**src/rtl/fdc_pkg.sv**
```systemverilog
// Package: default sizes and shared types for the flow decision cache.
// Assumes: nothing; holds constants and enums only.
package fdc_pkg;
    localparam int DEF_ENTRIES  = 4;
    localparam int DEF_PORTS    = 4;
    localparam int DEF_KEY_W    = 16;
    localparam int DEF_RWR_W    = 3;
    localparam int DEF_CLASSES  = 16;
    localparam int DEF_MAX_TAGS = 4;

    // Where an install takes its slot from.
    typedef enum logic [1:0] {
        SLOT_NONE,
        SLOT_FREE,
        SLOT_LRU
    } slot_src_e;
endpackage

```
**src/rtl/fdc_match_cell.sv**
```systemverilog
// Module: ternary compare of one entry against a lookup.
// Assumes: lk_port indexes a bit of port_mask; care bit 1 means compare.
module fdc_match_cell #(
    parameter int N_PORTS = 4,
    parameter int KEY_W   = 16,
    localparam int PORT_W = $clog2(N_PORTS)
) (
    input  logic               en,
    input  logic [N_PORTS-1:0] port_mask,
    input  logic [KEY_W-1:0]   key_q,
    input  logic [KEY_W-1:0]   care_q,
    input  logic [PORT_W-1:0]  lk_port,
    input  logic [KEY_W-1:0]   lk_key,
    output logic               hit
);
    // Entry hits when valid, scoped to the port, and equal on every cared bit.
    assign hit = en & port_mask[lk_port] & ~(|((lk_key ^ key_q) & care_q));
endmodule

```
**src/rtl/fdc_pick.sv**
```systemverilog
// Module: lowest-index priority pick over the per-entry match vector.
// Assumes: N >= 2; multi flags more than one request.
module fdc_pick #(
    parameter int N = 4,
    localparam int IW = $clog2(N)
) (
    input  logic [N-1:0]  req,
    output logic          any,
    output logic          multi,
    output logic [IW-1:0] idx
);
    // Scan from the top so that the lowest set index is left in idx.
    always_comb begin
        idx = '0;
        for (int i = N - 1; i >= 0; i--) begin
            if (req[i]) idx = IW'(i);
        end
    end

    assign any   = |req;
    assign multi = ($countones(req) > 1);
endmodule

```
**src/rtl/fdc_lru.sv**
```systemverilog
// Module: recency ranks per entry and the choice of the install slot.
// Assumes: ranks form a permutation of 0..N-1 (0 = most recent); a hit
// touch is applied before an install touch in the same cycle; a free
// (invalid) slot is always preferred over eviction.
module fdc_lru
    import fdc_pkg::*;
#(
    parameter int N = 4,
    localparam int IW = $clog2(N)
) (
    input  logic          clk,
    input  logic          rst_n,
    input  logic          hit_touch,
    input  logic [IW-1:0] hit_idx,
    input  logic          ins_touch,
    input  logic [N-1:0]  avail,
    output logic [IW-1:0] slot
);
    localparam logic [IW-1:0] OLDEST = IW'(N - 1);

    logic [N-1:0][IW-1:0] rank_q, rank_hit, rank_ins;
    logic [IW-1:0]        victim, free_idx;
    logic                 has_free;
    slot_src_e            src;

    // Move the hit entry to rank 0 and age the entries that were newer.
    always_comb begin
        rank_hit = rank_q;
        if (hit_touch) begin
            for (int i = 0; i < N; i++) begin
                if (rank_q[i] < rank_q[hit_idx]) rank_hit[i] = rank_q[i] + IW'(1);
            end
            rank_hit[hit_idx] = '0;
        end
    end

    // Find the oldest entry after the hit has been applied.
    always_comb begin
        victim = '0;
        for (int i = 0; i < N; i++) begin
            if (rank_hit[i] == OLDEST) victim = IW'(i);
        end
    end

    // Find the lowest free slot left after invalidation.
    always_comb begin
        free_idx = '0;
        has_free = 1'b0;
        for (int i = N - 1; i >= 0; i--) begin
            if (!avail[i]) begin
                free_idx = IW'(i);
                has_free = 1'b1;
            end
        end
    end

    // Choose the install slot: a free slot first, else the oldest entry.
    always_comb begin
        src  = has_free ? SLOT_FREE : SLOT_LRU;
        slot = (src == SLOT_FREE) ? free_idx : victim;
    end

    // Move the installed slot to rank 0 on top of the hit update.
    always_comb begin
        rank_ins = rank_hit;
        if (ins_touch) begin
            for (int i = 0; i < N; i++) begin
                if (rank_hit[i] < rank_hit[slot]) rank_ins[i] = rank_hit[i] + IW'(1);
            end
            rank_ins[slot] = '0;
        end
    end

    // Hold the ranks; reset sets them to the identity permutation.
    always_ff @(posedge clk) begin
        if (!rst_n) begin
            for (int i = 0; i < N; i++) rank_q[i] <= IW'(i);
        end else begin
            rank_q <= rank_ins;
        end
    end
endmodule

```
**src/rtl/fdc_table.sv**
```systemverilog
// Module: flow decision cache table (top).
// Assumes: software installs non-overlapping rules; a lookup answers in
// the same cycle; an invalidate is applied before a same-cycle install;
// installs carrying more than MAX_TAGS tags are dropped.
module fdc_table
    import fdc_pkg::*;
#(
    parameter int N_ENT    = DEF_ENTRIES,
    parameter int N_PORTS  = DEF_PORTS,
    parameter int KEY_W    = DEF_KEY_W,
    parameter int RWR_W    = DEF_RWR_W,
    parameter int N_CLASS  = DEF_CLASSES,
    parameter int MAX_TAGS = DEF_MAX_TAGS,
    localparam int IDX_W   = $clog2(N_ENT),
    localparam int PORT_W  = $clog2(N_PORTS),
    localparam int CLS_W   = $clog2(N_CLASS)
) (
    input  logic               clk,
    input  logic               rst_n,
    input  logic               lk_valid,
    input  logic [PORT_W-1:0]  lk_port,
    input  logic [KEY_W-1:0]   lk_key,
    output logic               lk_hit,
    output logic               lk_punt,
    output logic               lk_drop,
    output logic [N_PORTS-1:0] lk_out_ports,
    output logic [RWR_W-1:0]   lk_rewrite,
    input  logic               ins_valid,
    input  logic [N_PORTS-1:0] ins_port_mask,
    input  logic [KEY_W-1:0]   ins_key,
    input  logic [KEY_W-1:0]   ins_care,
    input  logic [N_PORTS-1:0] ins_out_ports,
    input  logic [RWR_W-1:0]   ins_rewrite,
    input  logic [N_CLASS-1:0] ins_tags,
    input  logic               inv_valid,
    input  logic [CLS_W-1:0]   inv_class,
    output logic               overlap_err
);
    logic [N_ENT-1:0]              valid_q;
    logic [N_ENT-1:0][N_PORTS-1:0] pmask_q;
    logic [N_ENT-1:0][KEY_W-1:0]   key_q;
    logic [N_ENT-1:0][KEY_W-1:0]   care_q;
    logic [N_ENT-1:0][N_PORTS-1:0] oport_q;
    logic [N_ENT-1:0][RWR_W-1:0]   rw_q;
    logic [N_ENT-1:0][N_CLASS-1:0] tag_q;

    logic [N_ENT-1:0] match_vec, inv_kill, survive;
    logic             any_match, multi_match, ins_ok;
    logic [IDX_W-1:0] win, slot;

    // One ternary comparator per entry.
    for (genvar e = 0; e < N_ENT; e++) begin : g_cell
        fdc_match_cell #(.N_PORTS(N_PORTS), .KEY_W(KEY_W)) u_cell (
            .en        (valid_q[e]),
            .port_mask (pmask_q[e]),
            .key_q     (key_q[e]),
            .care_q    (care_q[e]),
            .lk_port   (lk_port),
            .lk_key    (lk_key),
            .hit       (match_vec[e])
        );
    end

    fdc_pick #(.N(N_ENT)) u_pick (
        .req   (match_vec),
        .any   (any_match),
        .multi (multi_match),
        .idx   (win)
    );

    // Lookup result: the winning entry's action on a hit, zeros on a miss.
    always_comb begin
        lk_hit       = lk_valid & any_match;
        lk_punt      = lk_valid & ~any_match;
        lk_out_ports = lk_hit ? oport_q[win] : '0;
        lk_rewrite   = lk_hit ? rw_q[win] : '0;
        lk_drop      = lk_hit & ~(|oport_q[win]);
    end

    // Entries killed by the invalidate command, and those that survive it.
    always_comb begin
        for (int i = 0; i < N_ENT; i++) inv_kill[i] = inv_valid & tag_q[i][inv_class];
        survive = valid_q & ~inv_kill;
        ins_ok  = ins_valid && ($countones(ins_tags) <= MAX_TAGS);
    end

    fdc_lru #(.N(N_ENT)) u_lru (
        .clk       (clk),
        .rst_n     (rst_n),
        .hit_touch (lk_hit),
        .hit_idx   (win),
        .ins_touch (ins_ok),
        .avail     (survive),
        .slot      (slot)
    );

    // Valid bits: apply the invalidate first, then set the installed slot.
    always_ff @(posedge clk) begin
        if (!rst_n) begin
            valid_q <= '0;
        end else begin
            valid_q <= survive;
            if (ins_ok) valid_q[slot] <= 1'b1;
        end
    end

    // Entry contents: written only by an accepted install.
    always_ff @(posedge clk) begin
        if (ins_ok) begin
            pmask_q[slot] <= ins_port_mask;
            key_q[slot]   <= ins_key;
            care_q[slot]  <= ins_care;
            oport_q[slot] <= ins_out_ports;
            rw_q[slot]    <= ins_rewrite;
            tag_q[slot]   <= ins_tags;
        end
    end

    // Sticky overlap flag: set by any multi-match lookup.
    always_ff @(posedge clk) begin
        if (!rst_n)                       overlap_err <= 1'b0;
        else if (lk_valid && multi_match) overlap_err <= 1'b1;
    end
endmodule

```
**config.mk**
```make
export PLATFORM = sky130hd
export DESIGN_NAME = fdc_table
export DESIGN_NICKNAME = d
export VERILOG_FILES = /design/src/rtl/fdc_pkg.sv /design/src/rtl/fdc_match_cell.sv /design/src/rtl/fdc_pick.sv /design/src/rtl/fdc_lru.sv /design/src/rtl/fdc_table.sv
export SDC_FILE = /design/constraint.sdc
export NUM_CORES = 1
export LEC_CHECK = 0
export ABC_AREA = 1
export BUFFER_PORTS_ARGS = -buffer_cell sky130_fd_sc_hd__buf_4
export CORE_UTILIZATION = 60
export CTS_BUF_LIST = sky130_fd_sc_hd__clkbuf_8 sky130_fd_sc_hd__clkbuf_16
export DETAILED_ROUTE_END_ITERATION = 10
export PLACE_DENSITY_LB_ADDON = 0.3
export RECOVER_POWER = 50
export SLEW_MARGIN = 5
export SYNTH_ARGS = -nofsm -noshare
export SYNTH_HDL_FRONTEND = slang
export SYNTH_HIERARCHICAL = 1
export SYNTH_SLANG_ARGS = --single-unit
```
**constraint.sdc**
```tcl
create_clock -name clk -period 13.5 [get_ports clk]
set_input_delay 1.35 -clock clk [delete_from_list [all_inputs] [get_ports clk]]
set_output_delay 1.35 -clock clk [all_outputs]
set_load 0.1 [all_outputs]
```
Word level (Yosys, flattened, before mapping)
Cells that the tools add are included.
Word-level totals
  flip-flop bits (word level): 249
  input port bits: 86
  output and inout bits: 11
  logic and storage cells: 202
Cells by class
  $add $sub $neg: 26
  order comparisons: 16
  eq/ne operators: 4
  multiplexer cells: 80
  bitwise operators: 36
  reduce and logical (&&, ||, !) cells: 10
Operator list (count)
  $bwmux W64: 3
  $and A16 B16 Y16: 4
  $mux W2: 32
  $reduce_or A16 Y1: 4
  $xor A16 B16 Y16: 4
  $add A32 B32 Y32: 1
  $bwmux W16: 2
  $demux W16 S2: 1
  $gt A32 B2 Y1 const B: 1
  $add A1 B1 Y2: 10
  $add A2 B1 Y2 const B: 8
  $and A8 B8 Y8: 2
  $bmux W1 S4: 4
  $lt A2 B2 Y1: 8
  $mux W16: 1
  $mux W4: 4
  $mux W8: 2
  $not A8 Y8: 2
  $and A1 B1 Y1: 15
  $mux W1: 14
  $add A2 B2 Y3: 4
  $bwmux W12: 1
  $lt A2 B3 Y1 const B: 3
  $mux W3: 3
  21 further kinds: 39

Depth between registers and ports, before layout
  word-level depth: 28
  depth in mapped cells: 38
  gate-level depth less buffers: 38

Hierarchy
The synthesis kept the hierarchy.
Modules (own cells, without submodules)
  fdc_table: times used 1, cells an instance 576, area an instance 8827.2 um^2, sequential area each 7186.9 um^2
  fdc_match_cell: times used 4, cells an instance 101, area an instance 410.4 um^2, sequential area each 0.0 um^2
  fdc_lru: times used 1, cells an instance 206, area an instance 1088.5 um^2, sequential area each 160.2 um^2
  fdc_pick: times used 1, cells an instance 12, area an instance 82.6 um^2, sequential area each 0.0 um^2

Worst setup path before layout
No wires, ideal clock.
  path kind: input to register
  start point: input lk_key[12]
  end point: register care_q[16] (netlist name), enable pin
  setup time: 0.622 ns
  arrival time: 10.044 ns
  required time: 12.878 ns
  setup slack: 2.834 ns
  stages: 25
  path buffers: 0
  cell sequence: inv_1 -> nand2_1 -> nand3_1 -> nand2_1 -> nor2_1 -> nand3_1 -> nor2_1 -> inv_1 -> ha_1 -> nand2_1 -> nand2_1 -> inv_1 -> inv_1 -> nor2_1 -> nand2_1 -> nand2_1 -> nand2_1 -> inv_1 -> ha_1 -> inv_1 -> nor2_1 -> o21ai_1 -> nand2_1 -> inv_1 -> nor4_1
RTL lines
  start: declaration: RTL line fdc_table.sv:22  | input logic [KEY_W-1:0] lk_key,
  end signal: indexed assignment: RTL line fdc_table.sv:112  | care_q[slot] <= ins_care;
  end: declaration: RTL line fdc_table.sv:42  | logic [N_ENT-1:0][KEY_W-1:0] care_q;

Worst setup path after layout
  start point: input ins_tags[5]
  end point: register tag_q[9] (netlist name), enable pin
On the way
  longest elaborated chain between the ends: 6
RTL lines
  start: declaration: RTL line fdc_table.sv:34  | input logic [N_CLASS-1:0] ins_tags,
  $add A1 B1 Y2 (not written as such): RTL line fdc_table.sv:84  | ins_ok = ins_valid && ($countones(ins_tags) <= MAX_TAGS);
  $add A2 B2 Y3 (not written as such): RTL line fdc_table.sv:84
  $add A3 B3 Y4 (not written as such): RTL line fdc_table.sv:84
  $add A4 B4 Y5 (not written as such): RTL line fdc_table.sv:84
  $le A5 B3 Y1: RTL line fdc_table.sv:84
  $logic_and A1 B1 Y1: RTL line fdc_table.sv:84
  net ins_ok: RTL line fdc_table.sv:48  | logic any_match, multi_match, ins_ok;
  end signal: indexed assignment: RTL line fdc_table.sv:115  | tag_q[slot] <= ins_tags;
  end: declaration: RTL line fdc_table.sv:45  | logic [N_ENT-1:0][N_CLASS-1:0] tag_q;
The timed path passes the listed nets, and every way through them passes these cells.
A chain may end at the register's enable or synchronous reset.

==> metrics.md <==
| Metric | Value |
|---|---|
| Pwr dens | 157 mW/mm^2 |
| Top cells by count, synth | nand2_1, inv_1, edfxtp_1 |
| Placed cell areas | 0.0126 sq mm |
| Htree depth | 1 |
| WS Path Type | in -> reg |
| Die height | 141 microns |
| Diode count | 0 |
| Crit Path Max Fanout | 47 |
| CORE AREA | 0.0188 sq mm |
| CTS max path bufs | 3 |
| Critical Path, Cell by Cell | clkbuf_1 > inv_1 > fa_1 > inv_1 > fa_1 > fa_1 > inv_1 > fa_1 > inv_1 > ha_1 > inv_1 > fa_1 > inv_1 > o211ai_1 > nand3b_1 > nor2_1 > nand3_1 > inv_2 > buf_4 |
| Syn Std Cell Area | 0.0116 sq mm |
| Tightest Pin Transition | 1.18 ns |
| Clock Pin Slew Worst Setup and Hold Paths | roughly 0.06 ns |
| Yosys reg bits | 249 |
| Syn_nets | around 1300 |
| Largest net degree at the start of global routing | 48 |
| GPL Wtd Cong | slightly below 0.9 |
| Max-Cap Viols | 0 |
| Simple-gate area share of the yosys netlist | a little over a fifth |
| # setup viols final | 0 |
| CP max stage delay | 0.76 ns |
| Vias in the first global route | about 8100 |
| Minimum clock period | between 6 and 7 ns |
| Final period util | approximately 50% |
| Crit-path slowest cell | nor2_1 |
| Clk_lat worst skew | 0.53 ns |
| CP Buf/Inv Count | 9 |
| Setup Fix Bufs, Post-CTS | 0 |
| Post-Layout Inst Area | roughly 0.013 sq mm |
| Clock Sinks | 249 |
| Via count | 8278 |
| Leading post-synthesis cells by cell area | edfxtp_1, nand2_1, inv_1, nand3_1, nor2_1 |
| DRC viols | 0 |
| Startpoint class of the critical path | primary input |
| Cts repair resizes | 0 |
| Initial Util | 61.8% |
| Antenna Nets Post-Route | 0 |
| Ports | 97 |
| Die area | between 0.015 and 0.02 sq mm |
| Fmax | 152 MHz |
| Fin Setup TNS | 0 ns |
| Synth cell types | 37 |
| RSZ-0062 raised after global routing | false |
| Routed WL per cell | 15.1 microns |
| Post-synthesis xor/xnor area fraction | less than 1% |
| Syn Inst Count | 1198 |
| Cell with the most instances after synthesis | nand2_1 |
| GRT overflow | 0 |
| Cell mode on critical path | inv_1 |
| WL final | 24100 microns |
| Fill cell count | between 1000 and 1500 |
| CP Data Required Time | between 10 and 15 ns |
| Ys async rst share | 0% |
| Vias per cell | approximately 5.2 |
| Top_reg_cell synth | edfxtp_1 |
| Sequential element share of the synthesized area | 63.1% |
| Status | finished, final reports clean |
| Post-synth top area share | 60.9% |
| Crit. End Element | flip-flop |
| Rel. slew slack | 21.6% |
| Mux cell area share after synthesis | 0% |
| Worst min-delay path category | reg -> reg |
| Tot GR Track Use | 25.0% |
| # hold bufs at CTS | 0 |
| FP Rows | 50 |
| Post-synthesis area per instance | 9.72 sq um |
| Initial DRC count | ~600 |
| VDD IR max | between 100 and 150 uV |
| Share of cells above drive strength 1 | 6.82% |
| Ys Warns | 6 |
| Post-synthesis adder-cell area fraction | about 3.3% |
| First-pass GRT wire length | 38600 microns |
| Crit path max-delay family | adder cells |
| Initial antenna violation count | 0 |
| Post-synth EDFFs | 236 |
| Number of buffers created by CTS | 26 |
| Complex-gate fraction of the synthesized area | 3.28% |
| Die width | 141 microns |
| Root buffer cell | clkbuf_16 |
| Pwr Total | 2080 uW |
| Largest family of logic cells by synthesized area | simple AND/OR/NAND/NOR gates |
| Crit path DAT | 6.74 ns |
| Final Hold Viols | 0 |
| Final Max Tran Viols | 0 |
| CTS tree | built |
| Port buffer count | 96 |
| Nets | about 1400 |
| Worst Clk Skew | 0.0203 ns |
| Pre-Repair DR Iteration Count | 5 |
| Area leader, netlist | edfxtp_1 |
| Leak Pwr | ~0.0059 uW |
| Post-DP HPWL | 16300 microns |
| Area Overhead vs Synth | 13.9% |
==> worst min-delay path, stage by stage (launching register included) <==
cell	delay (ns)
dfxtp_1	0.31
nand2_1	0.09
a21oi_1	0.07
==> stage by stage <==
step	hold slack, ns	std cells	setup slack, ns	util, %
3_5_place_dp	0.492	1547	6.56	67.1
5_1_grt	0.557	1595	6.55	70.4
4_1_cts	0.525	1595	7.04	71.8
6_report	0.526	1595	6.91	70.4
3_3_place_gp	0.482	1547	6.69	67.1
2_1_floorplan	0.461	1198	2.83	-
==> logic make-up (layout without fill, tap and decap cells) <==
group                      count (synthesis)  in the layout
DFF                                      249            249
xor gates and xnor gates                   1              1
AOI/OAI and AO/OA                         64             64
buffers and inverters                    270            407
and+or+nand+nor                          590            590
adders and majority gates                 24             24
==> registers in the layout (all words and copies together), names as in the netlist, named ones only <==
name          flops
care_q           64
rw_q             12
pmask_q          16
u_lru/rank_q      7
key_q            64
overlap_err       1
tag_q            64
valid_q           4
oport_q          16
==> cell type report <==
class	instances	area, sq um	area share [%]
timing repair buffer	103	507	3.82
tap	260	325	2.45
clock inverter	20	205	1.55
clock buffer	28	678	5.12
inverter	256	966	7.29
sequential	249	7350	55.4
multi-input combinational	679	3230	24.3
==> final timing paths <==
check,start,end,slack [ns],depth (start not counted)
worst max-delay path,ins_tags[5],tag_q[9],6.91,19
worst min-delay path,valid_q[0],valid_q[0],0.53,2
worst max register to register,key_q[24],tag_q[9],7.67,28
worst min register to register,valid_q[0],valid_q[0],0.53,2
==> where the power goes <==
group / switching (uW) / internal, uW / total [uW]
combinational: 249 / 109 / 358
clock: 282 / 438 / 720
sequential: 30.8 / 968 / 998
==> routing by layer <==
layer	vias up	global-route usage (%)	part of all wire [%]
li1	4070	-	-
met2	260	45.1	51
met1	3889	30.2	40
met4	0	9.78	3.1
met5	-	0	0
met3	59	3.71	5.8
==> placed cells by master (no fill, tap or decap), drive strengths merged, types with 7 or more instances in the layout <==
master and count:
clkinv 7, a21oi 21, buf 32, fa 11, nand2 368, ha 13, nor2 81, dfxtp 13
edfxtp 236, clkbuf 99, inv 264, nand4 8, nand3 126, o21ai 28
(Power assumes the default switching activity.)
